## src/rtl/simd_pkg.sv

```systemverilog
package simd_pkg;
  typedef enum logic [1:0] {
    OP_VADD = 2'b00,
    OP_VMUL = 2'b01,
    OP_SADD = 2'b10,
    OP_HSUM = 2'b11
  } simd_op_e;
endpackage

```

## src/rtl/simd_lane_add.sv

```systemverilog
// One lane of signed addition, wrapping or clamping on overflow.
module simd_lane_add #(
  parameter int LANE_W = 16
) (
  input  logic [LANE_W-1:0] a,
  input  logic [LANE_W-1:0] b,
  input  logic              sat,
  output logic [LANE_W-1:0] y
);
  logic [LANE_W:0] sum_ext;
  logic            ovf;

  always_comb begin
    sum_ext = {a[LANE_W-1], a} + {b[LANE_W-1], b};
    ovf     = sum_ext[LANE_W] ^ sum_ext[LANE_W-1];
    if (sat && ovf) begin
      // sign of the true sum is the extra top bit
      y = sum_ext[LANE_W] ? {1'b1, {(LANE_W-1){1'b0}}} : {1'b0, {(LANE_W-1){1'b1}}};
    end else begin
      y = sum_ext[LANE_W-1:0];
    end
  end
endmodule

```

## src/rtl/simd_vec_add.sv

```systemverilog
// Packed add: lane-wise or with a scalar broadcast into every lane.
module simd_vec_add #(
  parameter int LANES  = 4,
  parameter int LANE_W = 16,
  localparam int VEC_W = LANES * LANE_W
) (
  input  logic [VEC_W-1:0]  vec_a,
  input  logic [VEC_W-1:0]  vec_b,
  input  logic [LANE_W-1:0] scalar,
  input  logic              bcast,
  input  logic              sat,
  output logic [VEC_W-1:0]  vec_y
);
  for (genvar k = 0; k < LANES; k++) begin : g_lane
    logic [LANE_W-1:0] rhs;
    assign rhs = bcast ? scalar : vec_b[k*LANE_W +: LANE_W];
    simd_lane_add #(.LANE_W(LANE_W)) add_i (
      .a  (vec_a[k*LANE_W +: LANE_W]),
      .b  (rhs),
      .sat(sat),
      .y  (vec_y[k*LANE_W +: LANE_W])
    );
  end
endmodule

```

## src/rtl/simd_vec_mul.sv

```systemverilog
// Widening signed multiply, each lane product in a double-width slot.
module simd_vec_mul #(
  parameter int LANES  = 4,
  parameter int LANE_W = 16,
  localparam int VEC_W  = LANES * LANE_W,
  localparam int PROD_W = 2 * LANE_W
) (
  input  logic [VEC_W-1:0]       vec_a,
  input  logic [VEC_W-1:0]       vec_b,
  output logic [2*VEC_W-1:0]     vec_y
);
  for (genvar k = 0; k < LANES; k++) begin : g_lane
    logic signed [LANE_W-1:0] sa;
    logic signed [LANE_W-1:0] sb;
    logic signed [PROD_W-1:0] prod;
    assign sa   = vec_a[k*LANE_W +: LANE_W];
    assign sb   = vec_b[k*LANE_W +: LANE_W];
    assign prod = PROD_W'(sa) * PROD_W'(sb);
    assign vec_y[k*PROD_W +: PROD_W] = prod;
  end
endmodule

```

## src/rtl/simd_hsum.sv

```systemverilog
// Horizontal signed sum of all lanes, widened so it never overflows.
module simd_hsum #(
  parameter int LANES  = 4,
  parameter int LANE_W = 16,
  localparam int VEC_W = LANES * LANE_W,
  localparam int SUM_W = LANE_W + $clog2(LANES)
) (
  input  logic [VEC_W-1:0] vec_a,
  output logic [SUM_W-1:0] sum
);
  always_comb begin
    logic [LANE_W-1:0] lane;
    sum = '0;
    for (int k = 0; k < LANES; k++) begin
      lane = vec_a[k*LANE_W +: LANE_W];
      sum  = sum + {{(SUM_W-LANE_W){lane[LANE_W-1]}}, lane};
    end
  end
endmodule

```

## src/rtl/simd_pack_alu.sv

```systemverilog
module simd_pack_alu
  import simd_pkg::*;
#(
  parameter int LANES  = 4,
  parameter int LANE_W = 16,
  parameter int ACC_W  = 40,
  localparam int VEC_W = LANES * LANE_W,
  localparam int RES_W = 2 * VEC_W,
  localparam int SUM_W = LANE_W + $clog2(LANES)
) (
  input  logic              clk,
  input  logic              rst,
  input  logic              in_valid,
  output logic              in_ready,
  input  logic [1:0]        in_op,
  input  logic              in_sat,
  input  logic [VEC_W-1:0]  in_a,
  input  logic [VEC_W-1:0]  in_b,
  input  logic [LANE_W-1:0] in_scalar,
  input  logic              acc_clr,
  output logic              out_valid,
  input  logic              out_ready,
  output logic [RES_W-1:0]  out_result,
  output logic [ACC_W-1:0]  acc_q
);
  simd_op_e           op;
  logic               take;
  logic [VEC_W-1:0]   add_y;
  logic [RES_W-1:0]   mul_y;
  logic [SUM_W-1:0]   hsum;
  logic [ACC_W-1:0]   acc_base;
  logic [ACC_W-1:0]   acc_next;
  logic [RES_W-1:0]   res_next;
  logic               red_take;

  assign op       = simd_op_e'(in_op);
  assign in_ready = !out_valid || out_ready;
  assign take     = in_valid && in_ready;
  assign red_take = take && (op == OP_HSUM);

  simd_vec_add #(.LANES(LANES), .LANE_W(LANE_W)) vadd_i (
    .vec_a (in_a),
    .vec_b (in_b),
    .scalar(in_scalar),
    .bcast (op == OP_SADD),
    .sat   (in_sat),
    .vec_y (add_y)
  );

  simd_vec_mul #(.LANES(LANES), .LANE_W(LANE_W)) vmul_i (
    .vec_a(in_a),
    .vec_b(in_b),
    .vec_y(mul_y)
  );

  simd_hsum #(.LANES(LANES), .LANE_W(LANE_W)) hsum_i (
    .vec_a(in_a),
    .sum  (hsum)
  );

  // Clear takes effect first, then an accepted reduction folds in.
  always_comb begin
    acc_base = acc_clr ? '0 : acc_q;
    acc_next = red_take ? acc_base + {{(ACC_W-SUM_W){hsum[SUM_W-1]}}, hsum} : acc_base;
  end

  always_comb begin
    unique case (op)
      OP_VADD, OP_SADD: res_next = {{(RES_W-VEC_W){1'b0}}, add_y};
      OP_VMUL:          res_next = mul_y;
      default:          res_next = {{(RES_W-ACC_W){acc_next[ACC_W-1]}}, acc_next};
    endcase
  end

  always_ff @(posedge clk) begin
    if (rst) begin
      out_valid  <= 1'b0;
      out_result <= '0;
      acc_q      <= '0;
    end else begin
      acc_q <= acc_next;
      if (take) begin
        out_valid  <= 1'b1;
        out_result <= res_next;
      end else if (out_ready) begin
        out_valid <= 1'b0;
      end
    end
  end
endmodule

```

## config.mk

```make
export PLATFORM = sky130hd
export DESIGN_NAME = simd_pack_alu
export DESIGN_NICKNAME = d
export VERILOG_FILES = /design/src/rtl/simd_pkg.sv /design/src/rtl/simd_lane_add.sv /design/src/rtl/simd_vec_add.sv /design/src/rtl/simd_vec_mul.sv /design/src/rtl/simd_hsum.sv /design/src/rtl/simd_pack_alu.sv
export SDC_FILE = /design/constraint.sdc
export NUM_CORES = 2
export LEC_CHECK = 0
export BUFFER_PORTS_ARGS = -buffer_cell sky130_fd_sc_hd__buf_2
export CAP_MARGIN = 20
export CORE_MARGIN = 3
export CORE_UTILIZATION = 55
export DETAILED_ROUTE_END_ITERATION = 7
export PLACE_DENSITY = 0.72
export SLEW_MARGIN = 15
export SYNTH_ARGS = -nofsm -noshare
export SYNTH_HDL_FRONTEND = slang
export SYNTH_SLANG_ARGS = --single-unit
```

## constraint.sdc

```tcl
create_clock -name clk -period 12.6 [get_ports clk]
set_input_delay 3.15 -clock clk [delete_from_list [all_inputs] [get_ports clk]]
set_output_delay 3.15 -clock clk [all_outputs]
set_load 0.01 [all_outputs]
```

[Word-level counts from Yosys, hierarchy flattened]
Index checks and enable logic that the tools add are counted.
Word-level totals
  input port bits: 152
  output and inout port bits: 170
  bits in registers: 169
  logic and storage cells: 50
Operators by class
  eq/ne operators: 3
  reduce and logical (&&, ||, !) cells: 11
  $mul: 4
  bitwise logic cells: 4
  mux-type cells: 17
  add/subtract/negate cells: 8
Operators by type and width (number)
  case mux 128 bit (2 select lines): 1
  two-way mux 16 bit: 12
  multiplier 16 x 16 -> 32 bit: 4
  adder 16 x 16 -> 17 bit: 5
  two-way mux 40 bit: 2
  adder 40 bit: 1
  adder 17 x 16 -> 18 bit: 1
  adder 18 bit: 1
  logical AND 1 bit: 6
  equality test 2 bit, second input constant: 2
  bitwise XOR 1 bit: 4
  equality test 2 x 1 -> 1 bit, second input constant: 1
  zero test 2 bit: 1
  two-way mux 1 bit: 2
  nonzero test 2 bit: 1
  OR reduction 2 bit: 1
  zero test 1 bit: 1
  logical OR 1 bit: 1

[Depth between registers and ports, before layout]
  word-level depth: 7
  depth in mapped cells: 29
  gate-level depth less buffers: 27

[Hierarchy]
Synthesis repeated with hierarchy kept, for this count alone.
Unflattened totals
  cells, all modules: 6375
  area, all modules: 55846.1 sq um
By module, submodules not included
  simd_vec_mul: cells an instance 4315, area each 39298.9 sq um, times used 1, seq. area each 0.0 sq um
  simd_pack_alu: cells an instance 1159, area each 9222.6 sq um, times used 1, seq. area each 3383.2 sq um
  simd_lane_add: cells an instance 153, area each 1131.1 sq um, times used 4, seq. area each 0.0 sq um
  simd_hsum: cells an instance 218, area each 1722.9 sq um, times used 1, seq. area each 0.0 sq um
  simd_vec_add: cells an instance 71, area each 1077.3 sq um, times used 1, seq. area each 0.0 sq um

[Worst setup path before layout]
Ideal clock, no wire load.
  path type: input port to flip-flop
  start point: input in_a[1]
  end point: register out_result[32]
  stages: 28
  arrival: 9.159 ns
  library setup time: 0.070 ns
  data required time: 12.530 ns
  buffers on the path: 2
  path slack: 3.371 ns
  cell sequence: clkbuf_1 > inv_1 > fa_1 > fa_1 > inv_1 > ha_1 > a21o_1 > a21oi_1 > o21bai_1 > a21oi_1 > o21ai_0 > a211oi_1 > nor2_1 > o41ai_1 > o21ai_0 > a21oi_1 > xnor2_1 > ha_1 > clkbuf_1 > a21o_1 > a2111oi_0 > o21ai_0 > a221oi_1 > o21ai_1 > or4_1 > and3_1 > o21a_1 > a21oi_1
On the way
  cells in the longest elaborated chain, start to end: 6
RTL lines
  start, declared: RTL line simd_pack_alu.sv:17  | input logic [VEC_W-1:0] in_a,
  adder 16 x 16 -> 17 bit: RTL line simd_hsum.sv:16  | sum = sum + {{(SUM_W-LANE_W){lane[LANE_W-1]}}, lane};
  adder 17 x 16 -> 18 bit: RTL line simd_hsum.sv:16
  adder 18 bit: RTL line simd_hsum.sv:16
  adder 40 bit: RTL line simd_pack_alu.sv:64  | acc_next = red_take ? acc_base + {{(ACC_W-SUM_W){hsum[SUM_W-1]}}, hsum} : acc_base;
  two-way mux 40 bit: RTL line simd_pack_alu.sv:64
  case mux 128 bit (2 select lines): RTL line simd_pack_alu.sv:68  | unique case (op)
  end signal, assigned: RTL line simd_pack_alu.sv:84  | out_result <= res_next;
  end, declared: RTL line simd_pack_alu.sv:23  | output logic [RES_W-1:0] out_result,
No other way between the ends.
A chain may end at the register's enable or synchronous reset.

[Worst setup path in the final report]
  start point: input in_a[17]
  end point: register out_result[57]
On the way
  cells in the longest elaborated chain, start to end: 6
  elaborated cells between the ends (all ways): 7
  classes of those cells: 4 x add/sub; 1 x mul; 2 x mux
RTL lines (RTL line)
  adder 16 x 16 -> 17 bit: simd_hsum.sv:16
  adder 17 x 16 -> 18 bit: simd_hsum.sv:16
  adder 18 bit: simd_hsum.sv:16
  adder 40 bit: simd_pack_alu.sv:64
  two-way mux 40 bit: simd_pack_alu.sv:64
  case mux 128 bit (2 select lines) (*): simd_pack_alu.sv:68
Every way passes the cells marked *; elsewhere a longest branch is shown, timed or not.

==> metrics.txt <==
# TYPE chip_impl_metric gauge
chip_impl_metric{name="required",unit="ps"} 12940
chip_impl_metric{name="drive_gt1_share",unit="%"} 6.388
chip_impl_info{name="outcome",value="finished, final reports clean"} 1
chip_impl_info{name="root_buffer",value="sky130_fd_sc_hd__clkbuf_16"} 1
chip_impl_metric{name="post_cts_hold_buffer_count",unit=""} 0
chip_impl_metric{name="drt.antenna.violating_nets",unit=""} 0
chip_impl_info{name="timing.critical_path.from_type",value="input port"} 1
chip_impl_metric{name="critPathMaxFanout",unit=""} 20
chip_impl_metric{name="synth_area",unit="sq mm"} 0.05312
chip_impl_metric{name="worst_skew_pair.late_latency",unit="ps"} 520
chip_impl_metric{name="vias_in_the_first_global_route",unit=""} 45493
chip_impl_metric{name="drt_iter0_drc",unit=""} 3625
chip_impl_metric{name="post_drt_wl_per_cell",unit="um"} 21.40
chip_impl_metric{name="place.gp.congestion",unit=""} 0.9811
chip_impl_metric{name="start_util",unit="%"} 55.66
chip_impl_metric{name="groute.usage.overall",unit="%"} 33.34
chip_impl_metric{name="synth.yosys.seq_area_share",unit="%"} 6.369
chip_impl_info{name="hp-class",value="register to register"} 1
chip_impl_metric{name="postCtsResizedCells",unit=""} 0
chip_impl_metric{name="post-synth-top-area-fraction",unit="%"} 40.93
chip_impl_metric{name="htree_num_levels",unit=""} 4
chip_impl_metric{name="timing_max_transition_violations_final",unit=""} 0
chip_impl_metric{name="worst_slew_margin_rel",unit="%"} 29.62
chip_impl_info{name="most_used_flip_flop_cell_after_synthesis",value="sky130_fd_sc_hd__dfxtp_1"} 1
chip_impl_metric{name="post_cts_buffers",unit=""} 0
chip_impl_info{name="mostFrequentLayoutCell",value="sky130_fd_sc_hd__inv_1"} 1
chip_impl_metric{name="design.die.area",unit="sq mm"} 0.1003
chip_impl_metric{name="firstDrtPassIters",unit=""} 6
chip_impl_info{name="layout.cells.most_common_list",value="sky130_fd_sc_hd__inv_1, sky130_fd_sc_hd__fa_1, sky130_fd_sc_hd__nand2_1"} 1
chip_impl_metric{name="synth.avg_cell_area",unit="sq um"} 8.525
chip_impl_metric{name="die_w",unit="um"} 316.8
chip_impl_metric{name="synth_edf_count",unit=""} 0
chip_impl_metric{name="post_route_clock_skew",unit="ps"} 20.45
chip_impl_metric{name="fp-row-count",unit=""} 113
chip_impl_info{name="crit_path_end_kind",value="register"} 1
chip_impl_metric{name="port-buffer-count",unit=""} 321
chip_impl_metric{name="clkSlewWorstSetupHoldPaths",unit="ps"} 80
chip_impl_metric{name="max-clock-path-buffers",unit=""} 2
chip_impl_info{name="unrepaired_setup_endpoints_after_global_routing",value="false"} 1
chip_impl_info{name="worst-setup-path-type",value="input port to register"} 1
chip_impl_metric{name="place_inst",unit=""} 7589
chip_impl_metric{name="antenna_found_initial",unit=""} 9
chip_impl_metric{name="final.period_utilization",unit="%"} 80.48
chip_impl_metric{name="grt-ovfl-total",unit=""} 0
chip_impl_metric{name="postSynthCellCount",unit=""} 6231
chip_impl_info{name="synth_area_leader_cell",value="sky130_fd_sc_hd__fa_1"} 1
chip_impl_metric{name="synth-seq-cells",unit=""} 169
chip_impl_metric{name="grt_start_max_net_pins",unit=""} 69
chip_impl_metric{name="timing.final.hold_violations",unit=""} 0
chip_impl_metric{name="io_pins",unit=""} 322
chip_impl_info{name="synthTopCellsByArea",value="sky130_fd_sc_hd__fa_1, sky130_fd_sc_hd__ha_1, sky130_fd_sc_hd__inv_1"} 1
chip_impl_metric{name="yosys.cell_types.count",unit=""} 79
chip_impl_metric{name="finalWorstPathRequiredPeriod",unit="ps"} 10140
chip_impl_metric{name="synthesis.nets",unit=""} 7917
chip_impl_metric{name="first_pass_grt_wire_length",unit="um"} 256200
chip_impl_metric{name="dp_hpwl",unit="um"} 128900
chip_impl_metric{name="tritoncts.num_buffers",unit=""} 17
chip_impl_metric{name="final_cells",unit=""} 7625
chip_impl_metric{name="ys_async_sr_fraction",unit="%"} 0
chip_impl_metric{name="syn_to_final_growth",unit="%"} 5.630
chip_impl_metric{name="core-area",unit="sq mm"} 0.09544
chip_impl_metric{name="setup-violations-final",unit=""} 0
chip_impl_metric{name="highest_attainable_clock_frequency",unit="MHz"} 98.61
chip_impl_metric{name="tightest_slew",unit="ps"} 1052
chip_impl_metric{name="design.final.nets",unit=""} 8029
chip_impl_metric{name="multi_input_gate_area",unit="sq mm"} 0.04409
chip_impl_metric{name="totalNegativeSetupSlack",unit="ps"} 0
chip_impl_metric{name="vias",unit=""} 44082
chip_impl_info{name="cts_tree",value="done"} 1
chip_impl_metric{name="drt_drc_violations_left",unit=""} 0
chip_impl_metric{name="die-height",unit="um"} 316.8
chip_impl_metric{name="routed_wl",unit="um"} 163200
chip_impl_metric{name="max_cap_viol_count",unit=""} 0
chip_impl_metric{name="yosys_warnings",unit=""} 0
chip_impl_metric{name="critical_path_arrival",unit="ps"} 10480
chip_impl_metric{name="routed_vias_inst",unit=""} 5.781
chip_impl_metric{name="area.sequential",unit="sq mm"} 0.003383
chip_impl_metric{name="fillCellCount",unit=""} 8667
chip_impl_metric{name="clkSinkCount",unit=""} 169
## registers in the layout, summed over array words and instances, names as in the netlist
| signal | flops |
|---|---|
| acc_q | 40 |
| out_valid | 1 |
| out_result | 128 |
## cell type report
type,count,share of cell area [%]
Clock buffer,17,0.7582
Sequential cell,169,6.030
Inverter,1259,8.423
Tap cell,1265,2.821
Multi-Input combinational cell,4558,78.58
Timing Repair Buffer,338,3.095
Antenna cell,4,0.01784
Clock inverter,15,0.2743
## metal layers
| layer | vias to the layer above | GRT usage, % | share of wire, % |
|---|---|---|---|
| li1 | 19456 | - | - |
| met4 | 10 | 11.86 | 3.9 |
| met5 | - | 0 | 0.047 |
| met1 | 22223 | 44.40 | 40 |
| met3 | 395 | 7.918 | 10 |
| met2 | 1998 | 53.49 | 46 |
## worst max-delay path, cell delays in order
cell	delay [ps]
sky130_fd_sc_hd__buf_2	330
sky130_fd_sc_hd__inv_1	250
sky130_fd_sc_hd__fa_1	480
sky130_fd_sc_hd__fa_1	560
sky130_fd_sc_hd__inv_1	60
sky130_fd_sc_hd__ha_1	270
sky130_fd_sc_hd__a21o_1	160
sky130_fd_sc_hd__a21oi_1	220
sky130_fd_sc_hd__o21bai_1	100
sky130_fd_sc_hd__a21oi_1	210
sky130_fd_sc_hd__o21ai_0	210
sky130_fd_sc_hd__a211oi_1	340
sky130_fd_sc_hd__nor2_1	100
sky130_fd_sc_hd__o41ai_1	390
sky130_fd_sc_hd__o21ba_2	200
sky130_fd_sc_hd__xnor2_1	70
sky130_fd_sc_hd__ha_1	410
sky130_fd_sc_hd__nand3_1	200
sky130_fd_sc_hd__or3_1	340
sky130_fd_sc_hd__a21oi_1	220
sky130_fd_sc_hd__nor4_1	130
sky130_fd_sc_hd__o21ai_1	310
sky130_fd_sc_hd__a31oi_1	210
sky130_fd_sc_hd__a21oi_1	280
sky130_fd_sc_hd__xnor3_1	250
sky130_fd_sc_hd__nor2_1	70
sky130_fd_sc_hd__nor2_2	750
sky130_fd_sc_hd__a31oi_1	180
## logic make-up after synthesis
kind of cell	synth area share, %
XOR/XNOR	3.771
flip-flops	6.369
adder cells (fa/ha/maj)	51.48
multiplexers	0.1696
AND/OR/NAND/NOR	16.71
buffers and inverters	10.69
AO/OA/AOI/OAI	10.81
## metrics by stage
stage	util (%)	hold WS [ps]	instance area, sq um	setup slack (ps)
after CTS	58.77	465.0	56090	2615
after detailed placement	58.16	454.4	55510	2102
after global placement	58.16	442.4	55510	2284
after floorplan	-	466.6	53120	3371
final	58.79	466.3	56110	2459
after global routing	58.78	495.0	56100	1955
## cell usage after synthesis, drive strengths merged (11+ instances only)
library cell     n
and2           470
inv           1258
xnor2          174
buf             12
o31ai           12
o21a            53
fa            1086
xor2            50
nand3           34
o211ai          16
a21o            81
a211oi          46
nor4            11
clkbuf         233
o21bai          16
nand4           15
or3             19
nand2b          51
nor2b           71
nor2           285
nand2          814
o21ai          231
a21boi          12
ha             448
dfxtp          169
a31oi           45
nor3            64
a21oi          286
and3            13
## final timing paths
kind / from / endpoint / slack (ps) / depth (start not counted)
max reg2reg: acc_q[4]$_SDFF_PP0_ / out_result[57]$_SDFFE_PP0P_ / 7950 / 13
max: in_a[17] / out_result[57]$_SDFFE_PP0P_ / 2460 / 28
min reg2reg: out_result[15]$_SDFFE_PP0P_ / out_result[15]$_SDFFE_PP0P_ / 470 / 2
min: out_result[15]$_SDFFE_PP0P_ / out_result[15]$_SDFFE_PP0P_ / 470 / 2
Power is not shown: default switching activity piles up to over one toggle a cycle in this logic, so the estimate is an artifact.
